**src/rtl/blkeng_pkg.sv**
```systemverilog
package blkeng_pkg;
  typedef enum logic [1:0] {
    ST_IDLE = 2'd0,
    ST_READ = 2'd1,
    ST_WRITE = 2'd2,
    ST_FIN  = 2'd3
  } blkeng_state_t;
endpackage

```
**src/rtl/blkeng_step.sv**
```systemverilog
module blkeng_step #(
  parameter int W = 16
) (
  input  logic [W-1:0] val,
  input  logic         dec,
  output logic [W-1:0] nxt
);
  localparam logic [W-1:0] ONE = W'(1);
  assign nxt = dec ? (val - ONE) : (val + ONE);
endmodule

```
**src/rtl/blkeng_cmp.sv**
```systemverilog
module blkeng_cmp #(
  parameter int DW = 8
) (
  input  logic [DW-1:0] key,
  input  logic [DW-1:0] data,
  output logic          match,
  output logic          half_borrow
);
  localparam int HALF = DW / 2;
  assign match       = (key == data);
  assign half_borrow = (key[HALF-1:0] < data[HALF-1:0]);
endmodule

```
**src/rtl/blkeng_ctrl.sv**
```systemverilog
module blkeng_ctrl
  import blkeng_pkg::*;
(
  input  logic clk,
  input  logic rst_n,
  input  logic start,
  input  logic is_cmp,
  input  logic go_on,
  input  logic mem_ready,
  output logic load,
  output logic capture,
  output logic adv_copy,
  output logic adv_cmp,
  output logic rd,
  output logic wr,
  output logic busy,
  output logic done
);
  blkeng_state_t st, st_nx;

  always_ff @(posedge clk) begin
    if (!rst_n) st <= ST_IDLE;
    else        st <= st_nx;
  end

  always_comb begin
    st_nx    = st;
    load     = 1'b0;
    capture  = 1'b0;
    adv_copy = 1'b0;
    adv_cmp  = 1'b0;
    rd       = 1'b0;
    wr       = 1'b0;
    done     = 1'b0;
    case (st)
      ST_IDLE: if (start) begin
        load  = 1'b1;
        st_nx = ST_READ;
      end
      ST_READ: begin
        rd = 1'b1;
        if (mem_ready) begin
          if (is_cmp) begin
            adv_cmp = 1'b1;
            st_nx   = go_on ? ST_READ : ST_FIN;
          end else begin
            capture = 1'b1;
            st_nx   = ST_WRITE;
          end
        end
      end
      ST_WRITE: begin
        wr = 1'b1;
        if (mem_ready) begin
          adv_copy = 1'b1;
          st_nx    = go_on ? ST_READ : ST_FIN;
        end
      end
      default: begin
        done  = 1'b1;
        st_nx = ST_IDLE;
      end
    endcase
  end

  assign busy = (st != ST_IDLE);
endmodule

```
**src/rtl/blkeng_top.sv**
```systemverilog
module blkeng_top #(
  parameter int AW = 16,
  parameter int DW = 8
) (
  input  logic          clk,
  input  logic          rst_n,
  input  logic          start,
  input  logic          cmd_cmp,
  input  logic          cmd_dec,
  input  logic          cmd_rep,
  input  logic [AW-1:0] src_in,
  input  logic [AW-1:0] dst_in,
  input  logic [AW-1:0] cnt_in,
  input  logic [DW-1:0] key_in,
  output logic          busy,
  output logic          done,
  output logic [AW-1:0] src_q,
  output logic [AW-1:0] dst_q,
  output logic [AW-1:0] cnt_q,
  output logic          flag_z,
  output logic          flag_pv,
  output logic          flag_h,
  output logic          flag_n,
  output logic [AW-1:0] mem_addr,
  output logic          mem_rd,
  output logic          mem_wr,
  output logic [DW-1:0] mem_wdata,
  input  logic [DW-1:0] mem_rdata,
  input  logic          mem_ready
);
  localparam logic [AW-1:0] ONE = AW'(1);

  logic          cmp_q, dec_q, rep_q;
  logic [DW-1:0] key_q, rbuf_q;
  logic [AW-1:0] src_nx, dst_nx, cnt_nx;
  logic          match, hb, go_on;
  logic          load, capture, adv_copy, adv_cmp;

  blkeng_step #(.W(AW)) u_src_step (.val(src_q), .dec(dec_q), .nxt(src_nx));
  blkeng_step #(.W(AW)) u_dst_step (.val(dst_q), .dec(dec_q), .nxt(dst_nx));
  blkeng_cmp  #(.DW(DW)) u_cmp (.key(key_q), .data(mem_rdata), .match(match), .half_borrow(hb));

  assign cnt_nx = cnt_q - ONE;
  assign go_on  = rep_q && (cnt_nx != '0) && !(cmp_q && match);

  blkeng_ctrl u_ctrl (
    .clk(clk), .rst_n(rst_n), .start(start), .is_cmp(cmp_q), .go_on(go_on),
    .mem_ready(mem_ready), .load(load), .capture(capture), .adv_copy(adv_copy),
    .adv_cmp(adv_cmp), .rd(mem_rd), .wr(mem_wr), .busy(busy), .done(done)
  );

  always_ff @(posedge clk) begin
    if (!rst_n) begin
      src_q <= '0; dst_q <= '0; cnt_q <= '0; key_q <= '0; rbuf_q <= '0;
      cmp_q <= 1'b0; dec_q <= 1'b0; rep_q <= 1'b0;
      flag_z <= 1'b0; flag_pv <= 1'b0; flag_h <= 1'b0; flag_n <= 1'b0;
    end else begin
      if (load) begin
        src_q <= src_in; dst_q <= dst_in; cnt_q <= cnt_in; key_q <= key_in;
        cmp_q <= cmd_cmp; dec_q <= cmd_dec; rep_q <= cmd_rep;
      end
      if (capture) rbuf_q <= mem_rdata;
      if (adv_copy) begin
        src_q   <= src_nx;
        dst_q   <= dst_nx;
        cnt_q   <= cnt_nx;
        flag_pv <= (cnt_nx != '0);
        flag_h  <= 1'b0;
        flag_n  <= 1'b0;
      end
      if (adv_cmp) begin
        src_q   <= src_nx;
        cnt_q   <= cnt_nx;
        flag_z  <= match;
        flag_pv <= (cnt_nx != '0);
        flag_h  <= hb;
        flag_n  <= 1'b1;
      end
    end
  end

  assign mem_addr  = mem_wr ? dst_q : src_q;
  assign mem_wdata = rbuf_q;
endmodule

```
**config.mk**
```make
export PLATFORM = sky130hd
export DESIGN_NAME = blkeng_top
export DESIGN_NICKNAME = d
export VERILOG_FILES = /design/src/rtl/blkeng_pkg.sv /design/src/rtl/blkeng_step.sv /design/src/rtl/blkeng_cmp.sv /design/src/rtl/blkeng_ctrl.sv /design/src/rtl/blkeng_top.sv
export SDC_FILE = /design/constraint.sdc
export NUM_CORES = 1
export LEC_CHECK = 0
export BUFFER_PORTS_ARGS = -buffer_cell sky130_fd_sc_hd__buf_2
export CAP_MARGIN = 20
export CORE_MARGIN = 2
export CORE_UTILIZATION = 50
export DETAILED_ROUTE_END_ITERATION = 8
export PLACE_DENSITY_LB_ADDON = 0.3
export SKIP_CTS_REPAIR_TIMING = 1
export SYNTH_ARGS = -nofsm -noshare
export SYNTH_HDL_FRONTEND = slang
export SYNTH_HIERARCHICAL = 1
export SYNTH_SLANG_ARGS = --single-unit
```
**constraint.sdc**
```tcl
create_clock -name clk -period 7.12 [get_ports clk]
set_clock_uncertainty 0.1 [all_clocks]
set_input_delay 1.424 -clock clk [delete_from_list [all_inputs] [get_ports clk]]
set_output_delay 1.424 -clock clk [all_outputs]
set_load 0.02 [all_outputs]
```
==> metrics.txt, run 1 <==
outcome=finished, final reports clean; drt first pass iters=5; sequential area share after synthesis=approximately a quarter; WL/cell=16.4 um; layout cells sized above 1=27.1%; Initial Util=~50%; Total Wirelength=between 15000 and 20000 um; Setup-failing EPs final=0; Peak VDD IR=0.000121 V; die extent in x=between 100 and 150 um; DP HPWL=11300 um; Ys Warns=6; maxcap violations=0; post-synth net total=766; CTS clock-pin slew for the worst setup and hold paths=0.08 ns; Synth cell types=67; Pwr per Cell Area=roughly 200 mW/mm^2; HP Class=reg2reg; Critical Path AT=1.84 ns; reg2reg start=u_ctrl/st[1]; RR Endpoint=cnt_q[14]; post-synthesis cell count=659; H-Tree Depth=3; vias per inst=5.72; Worst EP required=roughly 5.6 ns; Worst Tran Pin Value=between 0.8 and 0.9 ns; Setup TNS Final=0 ns; n_diodes=0; clock sink count=73; Startpoint Class=flop; Worst Hold Depth=2; CORE AREA=approximately 0.011 sq mm; global-route wire length before repair=~24000 um; Worst Reg-to-Reg Cells=8; EDFF count, synth=0; number of CTS-inserted buffers=9; flop-to-flop setup slack=between 4 and 5 ns; min Tclk post-route=around 3.4 ns; critical path class=reg2out; worst skew pair latency=0.37 ns; row count=38; FFs w/ async S/R, synth=0%; non-filler cells, final=approximately 930; GP Congestion=approximately 0.94; worst slack, placed=3.63 ns; full die area=roughly 0.012 sq mm; final net count=approximately 890; syn avg cell area=8.41 sq um; DRC errors left=0; die height=109 um; Power Total=1.33 mW; antenna violations before repair=1; Total Routing Usage GR=25.7%; max_slew headroom=42.3%; RSZ-0062 raised after global routing=no; hold_sp=mem_wdata[7]; DR iter-0 viols=221; Synth Flop Type=dfxtp_1; vias in the first global route=5032; CP endpoint kind=output port; DRT antenna net count=0; Max Clk Rate=between 0.2 and 0.3 GHz; IO Pins=~150; dpl cells=between 900 and 1k; crit share post-route=a little under half; routed vias=5324; largest net degree at the start of global routing=75; leakage power total=3.18 nW; synth-to-layout area growth=18.9%; Hold EP=mem_wdata[7]; global route overflow=0; Synth Register Bits=between 70 and 80; Synth Cell Area=0.00554 sq mm; Hold Fails Final Rpt=0; Root Driver=clkbuf_8; max-slew violation count=0; CP max FO=19; Setup WS post-layout=approximately 3.8 ns; I/O Buffers=150; CTS tree=yes; Clock Tree Buf Depth=2
worst max-delay path, cell delays in order (launching register included):
cell	delay (ns)
dfxtp_1	0.41
and2b_2	0.46
mux2_2	0.41
buf_2	0.17
routing by layer:
layer  wire (um)  global-route usage (%)  vias to the layer above
met5          16                       0                        -
met4         350                    10.5                        2
met3         903                    4.12                       28
met2        7300                    44.6                      171
met1        6680                    31.6                     2480
li1            -                       -                     2643
flip-flops by register name (all words and copies together), names as in the netlist, 2 cells and up:
| signal | flops |
|---|---|
| u_ctrl/st | 2 |
| cnt_q | 16 |
| src_q | 16 |
| dst_q | 16 |
| key_q | 8 |
| mem_wdata | 8 |
through the flow:
stage / utilization [%] / area [sq um] / hold WS (ns)
floorplan: - / 5540 / 0.382
global route: 60.8 / 6590 / 0.441
finish: 60.8 / 6590 / 0.413
global placement: 58.5 / 6340 / 0.390
detailed placement: 58.5 / 6340 / 0.397
CTS: 60.6 / 6570 / 0.419
cell usage after synthesis, types with 16 or more instances:
library cell  count  area [sq um]
nand2_1          68           255
a21oi_1          45           225
inv_1            17          63.8
nor2_1           27           101
o211a_1          17           170
dfxtp_1          73          1460
o21ai_0          39           195
clkbuf_1         26          97.6
mux2_2           16           180
xnor2_1          25           219
mux2i_1          55           551
ha_1             34           425
and2_1           18           113
nor2b_1          30           188
cells in the final DEF (no fill, tap or decap), types with 25 or more instances in the layout:
cell,netlist,final
dfxtp_1,73,73
a21oi_1,45,45
xnor2_1,25,25
buf_2,4,150
o21ai_0,39,39
nor2b_1,30,30
nor2_1,27,25
nand2_1,68,68
ha_1,34,34
mux2i_1,55,55
power by group:
part / total [mW] / switching, mW / internal (mW) / leakage, nW
combinational: 0.456 / 0.262 / 0.194 / 2.46
clock: 0.380 / 0.172 / 0.208 / 0.113
sequential: 0.493 / 0.0509 / 0.443 / 0.599
kinds of logic (layout without fill, tap and decap cells):
| kind of cell | Yosys count | count (layout) | share of synthesized area, % |
|---|---|---|---|
| DFF | 73 | 73 | 26.4 |
| adders and majority gates | 36 | 36 | 8.40 |
| and+or+nand+nor | 216 | 216 | 20.4 |
| xor gates and xnor gates | 37 | 37 | 5.85 |
| AOI/OAI and AO/OA | 168 | 168 | 21.5 |
| buffers and inverters | 58 | 190 | 4.31 |
| muxes | 71 | 71 | 13.2 |
layout make-up:
type,count,area [sq um]
Multi-Input combinational cell,528,3850
Tap cell,140,175
Clock buffer,10,138
Timing Repair Buffer,155,801
Inverter,19,71.3
Sequential cell,73,1460
Clock inverter,6,90.1
Fill cell,1000,4250
worst max-delay path by stage:
stage                       startpoint      endpoint
after detailed placement     mem_ready     cnt_q[14]
after CTS                 u_ctrl/st[1]   mem_addr[5]
after floorplan           u_ctrl/st[1]  mem_addr[10]
after global placement       mem_ready     cnt_q[14]
final                     u_ctrl/st[1]   mem_addr[5]
after global routing      u_ctrl/st[1]   mem_addr[5]
(Power assumes the default switching activity.)
==> inputs of run 2 (changes only) <==
ABC_AREA = 1   (was default)
clock period = 3.49 ns   (was 7.12 ns; I/O delays follow)
==> metrics.txt, run 2 <==
CTS tree=yes; CORE AREA=0.0114 sq mm; Crit-path slowest cell=dfxtp_1; Total Routing Usage GR=approximately a quarter; Worst EP required=2.69 ns; Worst Reg-to-Reg Cells=12; commonest cells in the synthesized netlist=nand2_1 (315), inv_1 (149), nor2_1 (103); EDFF count, synth=0; min Tclk post-route=2.58 ns; drt first pass iters=5; RR Endpoint=src_q[2]; Max Clk Rate=about 0.39 GHz; top-area cell type share of the netlist area=25.2%; Initial Util=51.0%; flop-to-flop setup slack=1.06 ns; CP endpoint kind=output port; post-synthesis cell count=970; FFs w/ async S/R, synth=0%; global-route wire length before repair=26800 um; routed vias=6360; cell accounting for the most synthesized area=dfxtp_1; Synth Cell Area=a little under 0.006 sq mm; Ys Warns=6; max_slew headroom=56.5%; biggest regs=cnt_q: 16 flops, dst_q: 16 flops, src_q: 16 flops; DRC errors left=0; GP Congestion=0.861; Total Wirelength=~16000 um; number of CTS-inserted buffers=9; Peak VDD IR=between 0.0002 and 0.0003 V; sequential area share after synthesis=25.2%; Startpoint Class=flop; CP max FO=34; critical path class=reg2out; Setup TNS Final=0 ns; vias in the first global route=between 5k and 6k; Setup-failing EPs final=0; global route overflow=0; cell count along the critical path=6; synth-to-layout area growth=20.5%; RSZ-0062 raised after global routing=no; Critical Path AT=roughly 1.8 ns; I/O Buffers=150; Hold Fails Final Rpt=0; CTS clock-pin slew for the worst setup and hold paths=0.06 ns; maxcap violations=0; most common cell in the synthesized netlist=nand2_1; Clock Tree Buf Depth=2; Pwr per Cell Area=about 600 mW/mm^2; syn avg cell area=~6 sq um; vias per inst=~5.0; crit share post-route=between 70% and 80%; final net count=1220; clock sink count=73; Hold EP=flag_n; max-slew violation count=0; die height=112 um; hold_sp=flag_n; reg2reg start=u_ctrl/st[0]; row count=39; worst path bufs/invs=4; top cells by area, synth=dfxtp_1 (25%), nand2_1 (20%), inv_1 (9.6%), ha_1 (7.3%), nor2_1 (6.7%); IO Pins=151; Hold Worst Slack=0.372 ns; DR iter-0 viols=428; Synth cell types=39; n_diodes=0; Synth Register Bits=between 70 and 80; Worst Tran Pin Value=about 0.65 ns; full die area=0.0125 sq mm; post-synth net total=approximately 1.1k; layout cells sized above 1=between 20% and 30%; antenna violations before repair=0; Crit path largest cell delay=0.39 ns; most frequent cells in the layout=nand2_1 (315), buf_2 (150), inv_1 (149); Worst Hold Depth=2; Synth Flop Type=dfxtp_1; die extent in x=112 um; Largest delay share family, worst path=buffers and inverters; H-Tree Depth=3; HP Class=reg2reg; worst skew pair latency=between 0.3 and 0.4 ns; critical-path cell list=inv_2 > nand2_1 > inv_1 > buf_4 > o21ai_0 > buf_2; leakage power total=4.08 nW; DP HPWL=about 12000 um; most common cell after layout, fill and taps aside=nand2_1; WL/cell=12.8 um; largest net degree at the start of global routing=57; Root Driver=clkbuf_16; DRT antenna net count=0; outcome=finished, final reports clean
run 2: cell types whose count changed after synthesis, moves of 16 or more:
cell,change
nor2_1,+76
nand2_1,+247
nor2b_1,-30
mux2i_1,-55
mux2_2,-16
and2_1,-17
nand3_1,+36
o211a_1,-17
a21oi_1,-26
inv_1,+132
nand2_2,+20
run 2: how the worst max path moves through the flow:
stage	slack (ns)	to	start
2_1_floorplan	1.04	dst_q[8]	dec_q
3_3_place_gp	0.97	src_q[3]	mem_ready
3_5_place_dp	0.86	src_q[2]	mem_ready
4_1_cts	0.96	mem_addr[11]	u_ctrl/st[0]
5_1_grt	0.79	src_q[9]	u_ctrl/st[0]
6_report	0.91	mem_addr[13]	u_ctrl/st[0]
run 2: logic make-up (layout without fill, tap and decap cells):
family / after synthesis / after routing / share of synthesized area [%]
XOR/XNOR: 23 / 23 / 3.47
flip-flops: 73 / 73 / 25.2
AO/OA/AOI/OAI: 121 / 121 / 11.9
AND/OR/NAND/NOR: 529 / 529 / 38.9
buffers and inverters: 188 / 336 / 12.6
adder cells (fa/ha/maj): 36 / 36 / 8.02
run 2: cell type report:
| cell class | count | area, sq um |
|---|---|---|
| clock buffers | 9 | 225 |
| clock inverters | 7 | 83.8 |
| fillers | 1144 | 4380 |
| inverters | 160 | 601 |
| multi-input cells | 709 | 3610 |
| flip-flops and latches | 73 | 1460 |
| well taps | 143 | 179 |
| repair buffers | 160 | 830 |
run 2: where the power goes:
group / internal, mW / leakage [nW] / switching, mW
combinational: 0.715 / 3.34 / 1.34
clock: 0.568 / 0.149 / 0.408
sequential: 0.980 / 0.599 / 0.164
total: 2.26 / 4.08 / 1.91
run 2: routing by layer:
layer / track usage (%) / up-vias / routed length, um
met5: 0 / - / 0
met4: 6.91 / 0 / 269
met3: 3.97 / 22 / 826
met2: 43.4 / 163 / 7360
met1: 34.6 / 2853 / 7630
li1: - / 3322 / -
run 2: metrics by stage:
step | cell area, sq um | worst slack, ns | std cells | power, mW | utilization, %
after global routing | 6990 | 0.790 | 1261 | 4.50 | 61.5
after detailed placement | 6670 | 0.859 | 1244 | 3.19 | 58.7
after global placement | 6670 | 0.965 | 1244 | 3.16 | 58.7
final | 6990 | 0.907 | 1261 | 4.18 | 61.5
after floorplan | 5800 | 1.04 | 970 | 2.65 | -
after CTS | 6980 | 0.957 | 1260 | 4.18 | 61.4
run 2: worst reg2reg max path, delay by kind of cell, from the launching register on:
| kind | cells | cell delay [ns] |
|---|---|---|
| compound gates | 2 | 0.35 |
| simple gates | 5 | 0.81 |
| buf+inv | 5 | 0.71 |
| flops | 1 | 0.39 |
==> inputs of run 3 (changes only) <==
clock period = 2.6 ns   (was 3.49 ns; I/O delays follow)
==> metrics.txt, run 3 (synthesis results as in run 2) <==
outcome=finished, final reports clean; CP endpoint kind=output port; vias in the first global route=5778; crit share post-route=93.2%; most frequent cells in the layout=nand2_1 (315), buf_2 (150), inv_1 (148); critical path class=reg2out; CORE AREA=around 0.011 sq mm; Clock Tree Buf Depth=2; row count=39; vias per inst=5.01; n_diodes=0; Max Clk Rate=0.413 GHz; most common cell after layout, fill and taps aside=nand2_1; WL/cell=12.7 um; drt first pass iters=5; leakage power total=4.10 nW; Total Routing Usage GR=26.2%; GP Congestion=0.892; Startpoint Class=flop; DRC errors left=0; Pwr per Cell Area=784 mW/mm^2; Root Driver=clkbuf_16; Fill cells=1187; Peak VDD IR=0.000630 V; DR iter-0 viols=343; critical-path cell list=inv_2 > nand2_1 > clkinvlp_4 > buf_4 > o21ai_0 > buf_2; Setup-failing EPs final=0; Hold Fails Final Rpt=0; global-route wire length before repair=26700 um; Setup TNS Final=0 ns; layout cells sized above 1=21.2%; number of CTS-inserted buffers=9; Crit-path slowest cell=dfxtp_1; antenna violations before repair=0; CP max FO=12; die extent in x=112 um; DP HPWL=12400 um; routed vias=6353; I/O Buffers=150; clock sink count=73; Worst Tran Pin Value=approximately 0.85 ns; DRT antenna net count=0; HP Class=in2reg; Total Wirelength=16100 um; Critical Path AT=1.80 ns; biggest regs=cnt_q: 16 flops, dst_q: 16 flops, src_q: 16 flops; final net count=1228; fin area=0.00704 sq mm; global route overflow=0; max_slew headroom=43.3%; Crit path largest cell delay=0.38 ns; full die area=0.0125 sq mm; H-Tree Depth=3; worst path bufs/invs=4; maxcap violations=0; Largest delay share family, worst path=buffers and inverters; largest net degree at the start of global routing=38; CTS clock-pin slew for the worst setup and hold paths=0.06 ns; RSZ-0062 raised after global routing=no; placed cell areas=roughly 0.0067 sq mm; IO Pins=151; min Tclk post-route=2.42 ns; Worst EP required=between 1.5 and 2 ns; synth-to-layout area growth=21.3%; max-slew violation count=0; die height=between 100 and 150 um; Initial Util=51.0%; worst skew pair latency=0.34 ns; CTS tree=yes
-- run 3: layout make-up --
cell class,instances,area [sq um],share of cell area (%)
Multi-Input combinational cell,709,3610,51.4
Sequential cell,73,1460,20.8
Timing Repair Buffer,168,898,12.8
Inverter,160,604,8.59
Clock buffer,9,225,3.20
Tap cell,143,179,2.54
Clock inverter,7,53.8,0.765
-- run 3: final timing paths --
path                              startpoint           to  slack, ns  cells past startpoint
worst max-delay path            u_ctrl/st[0]  mem_addr[8]       0.18                      6
worst min-delay path               key_in[0]     key_q[0]       0.30                      3
worst max register to register  u_ctrl/st[0]     src_q[1]       0.26                     13
worst min register to register        flag_n       flag_n       0.37                      2
-- run 3: per-layer routing --
| metal | routed length [um] | up-vias | share of wire, % | track usage, % |
|---|---|---|---|---|
| met5 | 0 | - | 0 | 0 |
| met4 | 289 | 0 | 1.8 | 8.72 |
| met3 | 869 | 17 | 5.4 | 4.30 |
| met2 | 7520 | 160 | 47 | 42.8 |
| met1 | 7460 | 2839 | 46 | 35.3 |
| li1 | - | 3337 | - | - |
-- run 3: worst reg2reg max path, cell delays in order, from the launching register on --
cell and delay (ns):
dfxtp_1 0.38, inv_2 0.07, nor2_1 0.14, inv_1 0.07, nor3_1 0.13, buf_4 0.16, nor2_4 0.04, inv_2 0.08
nor2_4 0.08, inv_2 0.40, o21ai_0 0.27, o22ai_1 0.22, nand2_1 0.09, inv_1 0.06
-- run 3: power by group --
group	switching (mW)	internal, mW
sequential	0.228	1.32
clock	0.523	0.654
combinational	1.80	0.997
-- run 3: per-stage QoR --
stage	setup WS [ns]	cells	power (mW)	util [%]	hold WS, ns
finish	0.176	1269	5.51	61.9	0.303
detailed placement	0.223	1248	4.30	59.1	0.359
global route	0.0655	1269	5.98	61.9	0.289
floorplan	0.152	970	3.56	-	0.363
global placement	0.311	1248	4.26	59.1	0.353
CTS	0.102	1264	5.50	61.5	0.292
